File: src/rtl/sram_ctrl_pkg.sv
// Shared types and helper functions for the static RAM access controller.
// Assumes all timing values are positive integers in nanoseconds.
package sram_ctrl_pkg;

    // One-hot sequencer states; each pin decodes from a single state bit.
    typedef enum logic [4:0] {
        ST_IDLE   = 5'b00001,
        ST_READ   = 5'b00010,
        ST_WPULSE = 5'b00100,
        ST_WREC   = 5'b01000,
        ST_TURN   = 5'b10000
    } seq_state_e;

    // Integer division rounded up.
    function automatic int ceil_div(input int num, input int den);
        return (num + den - 1) / den;
    endfunction

    // Larger of two integers.
    function automatic int imax(input int a, input int b);
        return (a > b) ? a : b;
    endfunction

endpackage

File: src/rtl/sram_seq_fsm.sv
// Access sequencer: accepts one request when idle and steps through the
// read, write-pulse, write-recovery and turnaround phases. Each phase
// lasts a cycle count fixed at elaboration. Assumes every count is at least 1.
module sram_seq_fsm
    import sram_ctrl_pkg::*;
#(
    parameter int RD_CYC    = 2,
    parameter int PULSE_CYC = 2,
    parameter int REC_CYC   = 1,
    parameter int HZ_CYC    = 1,
    parameter int CNT_W     = 2
) (
    input  logic       clk,
    input  logic       rst_n,
    input  logic       req_valid,
    input  logic       req_write,
    output seq_state_e state_d,
    output logic       req_ready,
    output logic       accept,
    output logic       cap_strobe
);

    localparam logic [CNT_W-1:0] RD_LOAD    = CNT_W'(RD_CYC - 1);
    localparam logic [CNT_W-1:0] PULSE_LOAD = CNT_W'(PULSE_CYC - 1);
    localparam logic [CNT_W-1:0] REC_LOAD   = CNT_W'(REC_CYC - 1);
    localparam logic [CNT_W-1:0] HZ_LOAD    = CNT_W'(HZ_CYC - 1);

    seq_state_e       state_q;
    logic [CNT_W-1:0] cnt_q, cnt_d;
    logic             last;

    assign last       = (cnt_q == '0);
    assign req_ready  = (state_q == ST_IDLE);
    assign accept     = req_valid && req_ready;
    assign cap_strobe = (state_q == ST_READ) && last;

    // Next-state and phase-counter selection.
    always_comb begin
        state_d = state_q;
        cnt_d   = cnt_q;
        unique case (state_q)
            ST_IDLE: begin
                if (req_valid) begin
                    if (req_write) begin
                        state_d = ST_WPULSE;
                        cnt_d   = PULSE_LOAD;
                    end else begin
                        state_d = ST_READ;
                        cnt_d   = RD_LOAD;
                    end
                end
            end
            ST_READ: begin
                if (last) begin
                    state_d = ST_TURN;
                    cnt_d   = HZ_LOAD;
                end else begin
                    cnt_d = cnt_q - 1'b1;
                end
            end
            ST_WPULSE: begin
                if (last) begin
                    state_d = ST_WREC;
                    cnt_d   = REC_LOAD;
                end else begin
                    cnt_d = cnt_q - 1'b1;
                end
            end
            ST_WREC, ST_TURN: begin
                if (last) begin
                    state_d = ST_IDLE;
                    cnt_d   = '0;
                end else begin
                    cnt_d = cnt_q - 1'b1;
                end
            end
            default: begin
                state_d = ST_IDLE;
                cnt_d   = '0;
            end
        endcase
    end

    // State and counter registers.
    always_ff @(posedge clk) begin
        if (!rst_n) begin
            state_q <= ST_IDLE;
            cnt_q   <= '0;
        end else begin
            state_q <= state_d;
            cnt_q   <= cnt_d;
        end
    end

endmodule

File: src/rtl/sram_pin_drive.sv
// Pin register stage: every memory control pin is a flop loaded from the
// sequencer's next state, so the pins change only at clock edges and do not
// glitch. Address and write byte are latched when a request is accepted.
module sram_pin_drive
    import sram_ctrl_pkg::*;
#(
    parameter int ADDR_W = 17,
    parameter int DATA_W = 8
) (
    input  logic              clk,
    input  logic              rst_n,
    input  seq_state_e        state_d,
    input  logic              accept,
    input  logic [ADDR_W-1:0] req_addr,
    input  logic [DATA_W-1:0] req_wdata,
    output logic [ADDR_W-1:0] mem_addr,
    output logic [DATA_W-1:0] mem_dq_out,
    output logic              mem_sel_n,
    output logic              mem_sel,
    output logic              mem_we_n,
    output logic              mem_oe_n,
    output logic              mem_dq_oe
);

    logic sel_d;

    assign sel_d = (state_d == ST_READ) || (state_d == ST_WPULSE);

    // Request latch: address and write byte held for the whole access.
    always_ff @(posedge clk) begin
        if (!rst_n) begin
            mem_addr   <= '0;
            mem_dq_out <= '0;
        end else if (accept) begin
            mem_addr   <= req_addr;
            mem_dq_out <= req_wdata;
        end
    end

    // Control pin registers decoded from the upcoming state.
    always_ff @(posedge clk) begin
        if (!rst_n) begin
            mem_sel_n <= 1'b1;
            mem_sel   <= 1'b0;
            mem_we_n  <= 1'b1;
            mem_oe_n  <= 1'b1;
            mem_dq_oe <= 1'b0;
        end else begin
            mem_sel_n <= !sel_d;
            mem_sel   <= sel_d;
            mem_we_n  <= !(state_d == ST_WPULSE);
            mem_oe_n  <= !(state_d == ST_READ);
            mem_dq_oe <= (state_d == ST_WPULSE) || (state_d == ST_WREC);
        end
    end

endmodule

File: src/rtl/sram_rd_capture.sv
// Read capture: samples the incoming bus byte when the sequencer flags the
// last read cycle, and raises a one-cycle valid pulse with it.
module sram_rd_capture #(
    parameter int DATA_W = 8
) (
    input  logic              clk,
    input  logic              rst_n,
    input  logic              cap_strobe,
    input  logic [DATA_W-1:0] mem_dq_in,
    output logic [DATA_W-1:0] rdata,
    output logic              rdata_valid
);

    // Data register, held between reads.
    always_ff @(posedge clk) begin
        if (!rst_n) begin
            rdata <= '0;
        end else if (cap_strobe) begin
            rdata <= mem_dq_in;
        end
    end

    // Valid pulse follows the capture by one edge.
    always_ff @(posedge clk) begin
        if (!rst_n) begin
            rdata_valid <= 1'b0;
        end else begin
            rdata_valid <= cap_strobe;
        end
    end

endmodule

File: src/rtl/sram_port_ctrl.sv
// Top of the static RAM access controller. Turns single-byte requests on a
// valid/ready port into asynchronous memory pin sequences. Wait-state
// counts are derived from nanosecond limits and the clock period.
// Assumes one memory device and no overlap between requests.
module sram_port_ctrl
    import sram_ctrl_pkg::*;
#(
    parameter int ADDR_W   = 17,
    parameter int DATA_W   = 8,
    parameter int T_CLK_NS = 8,
    parameter int T_AA_NS  = 15,
    parameter int T_WP_NS  = 12,
    parameter int T_DS_NS  = 8,
    parameter int T_WC_NS  = 15,
    parameter int T_HZ_NS  = 7
) (
    input  logic              clk,
    input  logic              rst_n,
    input  logic              req_valid,
    output logic              req_ready,
    input  logic              req_write,
    input  logic [ADDR_W-1:0] req_addr,
    input  logic [DATA_W-1:0] req_wdata,
    output logic [DATA_W-1:0] rdata,
    output logic              rdata_valid,
    output logic [ADDR_W-1:0] mem_addr,
    output logic              mem_sel_n,
    output logic              mem_sel,
    output logic              mem_we_n,
    output logic              mem_oe_n,
    output logic [DATA_W-1:0] mem_dq_out,
    output logic              mem_dq_oe,
    input  logic [DATA_W-1:0] mem_dq_in
);

    localparam int RD_CYC    = imax(1, ceil_div(T_AA_NS, T_CLK_NS));
    localparam int PULSE_CYC = imax(1, imax(ceil_div(T_WP_NS, T_CLK_NS),
                                            ceil_div(T_DS_NS, T_CLK_NS)));
    localparam int REC_CYC   = imax(1, ceil_div(T_WC_NS, T_CLK_NS) - PULSE_CYC);
    localparam int HZ_CYC    = imax(1, ceil_div(T_HZ_NS, T_CLK_NS));
    localparam int MAX_CYC   = imax(imax(RD_CYC, PULSE_CYC), imax(REC_CYC, HZ_CYC));
    localparam int CNT_W     = imax(1, $clog2(MAX_CYC + 1));

    seq_state_e state_d;
    logic       accept;
    logic       cap_strobe;

    sram_seq_fsm #(
        .RD_CYC    (RD_CYC),
        .PULSE_CYC (PULSE_CYC),
        .REC_CYC   (REC_CYC),
        .HZ_CYC    (HZ_CYC),
        .CNT_W     (CNT_W)
    ) u_fsm (
        .clk        (clk),
        .rst_n      (rst_n),
        .req_valid  (req_valid),
        .req_write  (req_write),
        .state_d    (state_d),
        .req_ready  (req_ready),
        .accept     (accept),
        .cap_strobe (cap_strobe)
    );

    sram_pin_drive #(
        .ADDR_W (ADDR_W),
        .DATA_W (DATA_W)
    ) u_pins (
        .clk        (clk),
        .rst_n      (rst_n),
        .state_d    (state_d),
        .accept     (accept),
        .req_addr   (req_addr),
        .req_wdata  (req_wdata),
        .mem_addr   (mem_addr),
        .mem_dq_out (mem_dq_out),
        .mem_sel_n  (mem_sel_n),
        .mem_sel    (mem_sel),
        .mem_we_n   (mem_we_n),
        .mem_oe_n   (mem_oe_n),
        .mem_dq_oe  (mem_dq_oe)
    );

    sram_rd_capture #(
        .DATA_W (DATA_W)
    ) u_cap (
        .clk         (clk),
        .rst_n       (rst_n),
        .cap_strobe  (cap_strobe),
        .mem_dq_in   (mem_dq_in),
        .rdata       (rdata),
        .rdata_valid (rdata_valid)
    );

endmodule

File: config.mk
export PLATFORM = sky130hd
export DESIGN_NAME = sram_port_ctrl
export DESIGN_NICKNAME = d
export VERILOG_FILES = /design/src/rtl/sram_ctrl_pkg.sv /design/src/rtl/sram_seq_fsm.sv /design/src/rtl/sram_pin_drive.sv /design/src/rtl/sram_rd_capture.sv /design/src/rtl/sram_port_ctrl.sv
export SDC_FILE = /design/constraint.sdc
export NUM_CORES = 1
export LEC_CHECK = 0
export CAP_MARGIN = 5
export CORE_AREA = 5 5 70 72
export CTS_CLUSTER_SIZE = 20
export DETAILED_ROUTE_END_ITERATION = 10
export DIE_AREA = 0 0 75 77
export PLACE_DENSITY = 0.86
export SLEW_MARGIN = 20
export SYNTH_ARGS = -nofsm -noshare
export SYNTH_HDL_FRONTEND = slang
export SYNTH_SLANG_ARGS = --single-unit
File: constraint.sdc
create_clock -name clk -period 2.3 [get_ports clk]
set_input_delay 0.575 -clock clk [delete_from_list [all_inputs] [get_ports clk]]
set_output_delay 0.575 -clock clk [all_outputs]
set_load 0.02 [all_outputs]
==> flow_metrics.py, run 1 <==
metrics = {
    "die": {
        "io-pin-count": 77,
        "die-area_sq_um": 5780,
        "rows": 24,
        "core_sq_um": 4230,
        "start_util_pct": 42.9,
        "fp.dieH_microns": 77,
        "die_w_microns": 75,
    },
    "critical_path": {
        "crit_arrival_ns": 1.33,
        "reg2regPathDepth": 5,
        "cp-end-kind": "output pin",
        "worstPathMaxFanout": 12,
        "worstSetupPathType": "reg -> out",
        "cp.required_ns": 1.73,
        "start_kind": "flop",
    },
    "finish": {
        "final_cell_mix": "74 x clkdlybuf4s50_1, 46 x dfxtp_1, 32 x nand2_1, 28 x o21ai_0, 27 x nand3_1",
        "antenna_cells": 0,
        "seq_area_sq_um": 921,
        "fin_nets": 318,
        "layout_commonest_cell": "clkdlybuf4s50_1",
        "layout.cells.non_filler": 334,
        "drive_gt1_share_pct": 8.87,
        "area_growth_pct": 49.3,
        "multi_input_area_sq_um": 803,
        "final_area_sq_um": 2710,
        "fillCellCount": 376,
    },
    "sta": {
        "rsz0062_at_grt": "no",
        "fin_skew_ns": 0.00387,
        "tns_ns": 0,
        "timing.final.max_slew_violations": 0,
        "timing.hold.ws_ns": 0.472,
        "hold_violations": 0,
        "slew_headroom_pct": 73.3,
        "worstMarginPinSlew_ns": 0.395,
        "setup_viol": 0,
        "fmax_mhz": 526,
        "fin_crit_sh_pct": 82.7,
        "fin_crit_ns": 1.90,
    },
    "power_and_ir_drop": {
        "irDropWorstVdd_mv": 0.464,
        "p_total_mw": 1.70,
        "p_leak_nw": 1.03,
        "p_per_area_nw_per_um2": 628,
    },
    "synth": {
        "ys_dominant_reg_cell": "dfxtp_1",
        "synth_cells": 208,
        "synthDistinctLibCells": 33,
        "ys_ff_latch": 46,
        "synth_edf_count": 0,
        "async_reset_ff_share_pct": 0,
        "synth.avg_cell_area_sq_um": 8.73,
        "synth_area_sq_um": 1820,
        "yosysSeqAreaShare_pct": 50.7,
        "yosys_warnings": 0,
        "synth_nets": 245,
    },
    "global_routing": {
        "gr-total-overflow": 0,
        "grt_pass1_wl_microns": 6600,
        "grt_max_degree": 38,
        "antenna_found_initial": 0,
        "grt_pass1_vias": 1519,
        "grt_usage_pct": 14.6,
    },
    "placed_design": {
        "routabilityCongestion": 0.807,
        "port_buffers": 76,
        "place_hpwl_microns": 3150,
        "dpl.cell_count": 326,
        "placed_cell_area_sq_um": 2610,
    },
    "worst_hold_path": {
        "hp-class": "reg -> reg",
        "min_path_cells": 2,
    },
    "detailed_routing": {
        "post_drt_wl_per_cell_microns": 12.6,
        "drt-total-wl_microns": 4210,
        "route.vias.total": 1627,
        "viasPerCell": 4.87,
        "drt-pass1-iter-count": 4,
        "ant_nets": 0,
        "drc": 0,
        "first_iter_violations": 69,
    },
    "clock_tree": {
        "ctsResizeCount": 0,
        "cts_max_path_buffers": 2,
        "post_cts_buffers": 0,
        "clk_pin_slew_worst_paths_ns": 0.08,
        "root_buffer": "clkbuf_8",
        "hold_buffers": 0,
        "cts_max_level": 2,
        "tritoncts": "done",
        "cts.sinks": 46,
        "insertion_delay_ns": 0.29,
        "cts_inserted_buffers": 5,
    },
    "run": {
        "drv_cap": 0,
    },
    "status": {
        "status": "complete, no violations",
    },
}
cell type report:
cell class                 count  area share, %
clock buffer                   7           3.19
multi-input combinational    141           29.6
tap                           52           2.40
clock inverter                 1          0.185
sequential                    46           34.0
timing repair buffer          84           30.2
inverter                       3          0.416
path summary, 6_finish.rpt:
kind,start,end,slack [ns]
max,u_fsm.state_q[1],req_ready,0.40
min,u_pins.mem_dq_out[3],u_pins.mem_dq_out[3],0.47
max reg2reg,u_fsm.state_q[1],u_cap.rdata[4],0.50
min reg2reg,u_pins.mem_dq_out[3],u_pins.mem_dq_out[3],0.47
per-stage QoR:
step / setup WS, ns / util, %
after floorplan: 0.807 / -
after global placement: 0.366 / 61.7
after detailed placement: 0.340 / 61.7
after CTS: 0.0123 / 63.8
after global routing: 0.287 / 64.0
final: 0.399 / 64.0
layer usage:
metal / routed length, microns / up-vias / GRT usage (%)
met5: 0 / - / 0
met4: 61 / 0 / 6.41
met3: 402 / 6 / 4.71
met2: 1950 / 51 / 24.1
met1: 1800 / 715 / 16.7
li1: - / 855 / -
worst max-delay path, cell delays in order, from the launching register on:
cell and delay [ns]:
dfxtp_1 0.55, nor2_2 0.08, and3_1 0.20, dlymetal6s2s_1 0.20
cell usage after synthesis, types with 3 or more instances:
library cell / n / area, sq um
o32ai_1: 3 / 26.3
inv_1: 3 / 11.3
clkbuf_1: 10 / 37.5
dfxtp_1: 46 / 921
o22ai_1: 3 / 18.8
nand2_1: 32 / 120
o21ai_0: 28 / 140
buf_1: 3 / 11.3
nor2_1: 5 / 18.8
nand3_1: 27 / 135
nor2b_1: 9 / 56.3
mux2i_1: 8 / 80.1
sequential cells by signal, summed over array words and instances (netlist names):
signal and flops:
u_pins.mem_we_n 1, u_pins.mem_sel_n 1, u_pins.mem_sel 1, u_fsm.cnt_q 2, u_cap.rdata 8, u_pins.mem_dq_oe 1, u_pins.mem_addr 17, u_pins.mem_dq_out 8
u_cap.rdata_valid 1, u_pins.mem_oe_n 1, u_fsm.state_q 5
where the power goes:
part           switching [mW]  total, mW  internal [mW]
registers              0.0266      0.871          0.844
logic                   0.166      0.342          0.176
clock network           0.247      0.489          0.242
cells by family (layout without fill, tap and decap cells):
family,after synthesis,in the layout,synth area share [%]
simple gates,92,92,26.1
compound gates,40,40,13.0
mux,8,8,4.41
buf+inv,21,95,5.31
xor+xnor,1,1,0.483
flops,46,46,50.7
Note: power is estimated with default switching activity, not from simulation.
==> run 2, diff against run 1 <==
- CORE_AREA: 5 5 70 72 -> 5 5 76 78
- DIE_AREA: 0 0 75 77 -> 0 0 81 83
- PLACE_DENSITY: 0.86 -> 0.77
- clock period: 2.3 -> 1.5 ns (I/O delays scaled with it)
==> run 2 against run 1 <==
- the flow now finishes with violations (negative setup slack)
- global-route usage down 0.77 points
- wire length up 6.2%
- sequential share of layout area down 0.80 points
- register-to-register slack worse by 0.61 ns
- sequential cell count unchanged
- cell area up 2.7%
- count of clock-buffer cells in the layout down 2
- sequential power up 53%
- final cell count up 8.1%
- worst hold slack worse by 0.097 ns
- largest power group unchanged
==> flow_metrics.py, run 2 (synthesized netlist as in run 1, its figures left out) <==
metrics = {
    "status": {
        "status": "finished with violations",
        "violations": "negative setup slack",
    },
    "die": {
        "rows": 26,
        "core_sq_um": 5010,
        "die_w_microns": 81,
        "die-area_sq_um": 6720,
        "io-pin-count": 77,
        "start_util_pct": 36.2,
        "fp.dieH_microns": 83,
    },
    "worst_hold_path": {
        "min_path_cells": 3,
        "worstHoldStart": "rst_n",
        "min_to": "u_pins.mem_dq_out[3]",
        "hp-class": "in -> reg",
    },
    "global_routing": {
        "antenna_found_initial": 0,
        "grt_usage_pct": 13.8,
        "gr-total-overflow": 0,
        "grt_pass1_vias": 1628,
        "grt_pass1_wl_microns": 7470,
        "grt_max_degree": 51,
    },
    "sta": {
        "setup_ws_ns": -0.107,
        "rsz0062_at_grt": "yes",
        "timing.final.max_slew_violations": 0,
        "fin_crit_sh_pct": 107,
        "hold_violations": 0,
        "worstMarginPinSlew_ns": 0.375,
        "fin_skew_ns": 0.0110,
        "fin_crit_ns": 1.61,
        "setup_viol": 9,
        "slew_headroom_pct": 74.7,
        "fmax_mhz": 622,
    },
    "power_and_ir_drop": {
        "p_per_area_nw_per_um2": 929,
        "p_int_mw": 1.87,
        "p_total_mw": 2.59,
        "sequentialPowerShare_pct": 51.3,
        "irDropWorstVdd_mv": 0.441,
        "p_switching_mw": 0.716,
        "clock_power_share_pct": 28.5,
        "combPwrFrac_pct": 20.2,
        "p_leak_nw": 1.23,
        "swShare_pct": 27.7,
    },
    "detailed_routing": {
        "first_iter_violations": 53,
        "ant_nets": 0,
        "post_drt_wl_per_cell_microns": 12.4,
        "drc": 0,
        "viasPerCell": 4.65,
        "drt-total-wl_microns": 4470,
        "route.vias.total": 1680,
        "drt-pass1-iter-count": 4,
    },
    "finish": {
        "final_cell_mix": "44 x dfxtp_1, 39 x dlygate4sd2_1, 35 x clkdlybuf4s50_1, 32 x nand2_1, 28 x o21ai_0",
        "fin_nets": 327,
        "final_area_sq_um": 2780,
        "fillCellCount": 490,
        "regMostFlops": "u_pins.mem_addr",
        "layout_commonest_cell": "dfxtp_1",
        "multi_input_area_sq_um": 825,
        "area_growth_pct": 53.3,
        "largest_reg_flops": 17,
        "antenna_cells": 0,
        "top_regs": "u_pins.mem_addr (17), u_cap.rdata (8), u_pins.mem_dq_out (8)",
        "drive_gt1_share_pct": 13.1,
        "seq_area_sq_um": 923,
    },
    "critical_path": {
        "r2r_end": "u_cap.rdata[5]",
        "regToRegStartpoint": "u_fsm.state_q[2]",
        "cp-end-kind": "flop",
        "reg2regPathDepth": 5,
        "crit_arrival_ns": 1.79,
        "cp.required_ns": 1.68,
        "worstPathMaxFanout": 9,
        "worstSetupPathType": "reg -> reg",
        "start_kind": "flop",
        "regToRegSetupSlack_ns": -0.11,
    },
    "placed_design": {
        "routabilityCongestion": 0.812,
        "placed_cell_area_sq_um": 2700,
        "port_buffers": 76,
        "place_hpwl_microns": 3300,
    },
    "clock_tree": {
        "cts_max_level": 2,
        "tritoncts": "done",
        "cts.sinks": 46,
        "root_buffer": "clkbuf_8",
        "cts_max_path_buffers": 2,
        "insertion_delay_ns": 0.29,
        "clk_pin_slew_worst_paths_ns": 0.08,
        "cts_inserted_buffers": 5,
    },
    "run": {
        "drv_cap": 0,
    },
}
-- run 2: worst max-delay path by stage --
stage          depth (start not counted)              from             endpoint  slack (ns)
2_1_floorplan                          5  u_fsm.state_q[2]     u_pins.mem_sel_n        0.03
5_1_grt                                5  u_fsm.state_q[2]       u_cap.rdata[5]       -0.21
3_5_place_dp                           5         req_valid   u_pins.mem_addr[3]       -0.17
3_3_place_gp                           5         req_valid  u_pins.mem_addr[10]       -0.13
4_1_cts                                5  u_fsm.state_q[2]     u_pins.mem_sel_n       -0.11
6_report                               5  u_fsm.state_q[2]       u_cap.rdata[5]       -0.11
-- run 2: power by group through the flow --
stage | Combinational [mW] | Sequential, mW | Clock (mW)
after floorplan | 0.182 | 1.44 | 0
after global placement | 0.554 | 1.35 | 0
after detailed placement | 0.560 | 1.36 | 0
after CTS | 0.519 | 1.33 | 0.767
after global routing | 0.573 | 1.34 | 0.834
final | 0.523 | 1.33 | 0.736
-- run 2: cell type report --
| class | instances | share of cell area, % |
|---|---|---|
| clock inverter | 3 | 0.674 |
| multi-input combinational | 141 | 29.6 |
| inverter | 3 | 0.405 |
| tap | 70 | 3.15 |
| clock buffer | 5 | 2.47 |
| timing repair buffer | 93 | 30.5 |
| sequential | 46 | 33.2 |
-- run 2: per-layer routing --
layer	vias up	track usage [%]	share of wire (%)
met4	0	3.69	0.65
met3	5	4.33	7.7
met5	-	0	0
met1	741	17.6	44
li1	874	-	-
met2	60	22.3	48
-- run 2: timing repair --
item | in CTS | in global routing
buffers inserted | 1 | 1
resized for setup | 47 | 5
hold buffers | 0 | 0
endpoints found under the setup margin | 49 | 15
pin swaps | 2 | 3
-- run 2: critical path, cell delays in order (launching register included) --
cell	delay, ns
dfxtp_2	0.34
or4b_4	0.56
nor3_4	0.14
buf_6	0.18
mux2i_2	0.22
nor2b_1	0.06
-- run 2: metrics by stage --
step	TNS, ns	utilization, %	hold slack [ns]	setup WS [ns]	cells
floorplan	0	-	0.479	0.0274	208
global placement	-3.81	53.9	0.453	-0.126	351
detailed placement	-5.00	53.9	0.462	-0.171	351
CTS	-0.807	55.0	0.363	-0.111	360
global route	-1.69	55.5	0.383	-0.210	361
finish	-0.676	55.5	0.374	-0.107	361
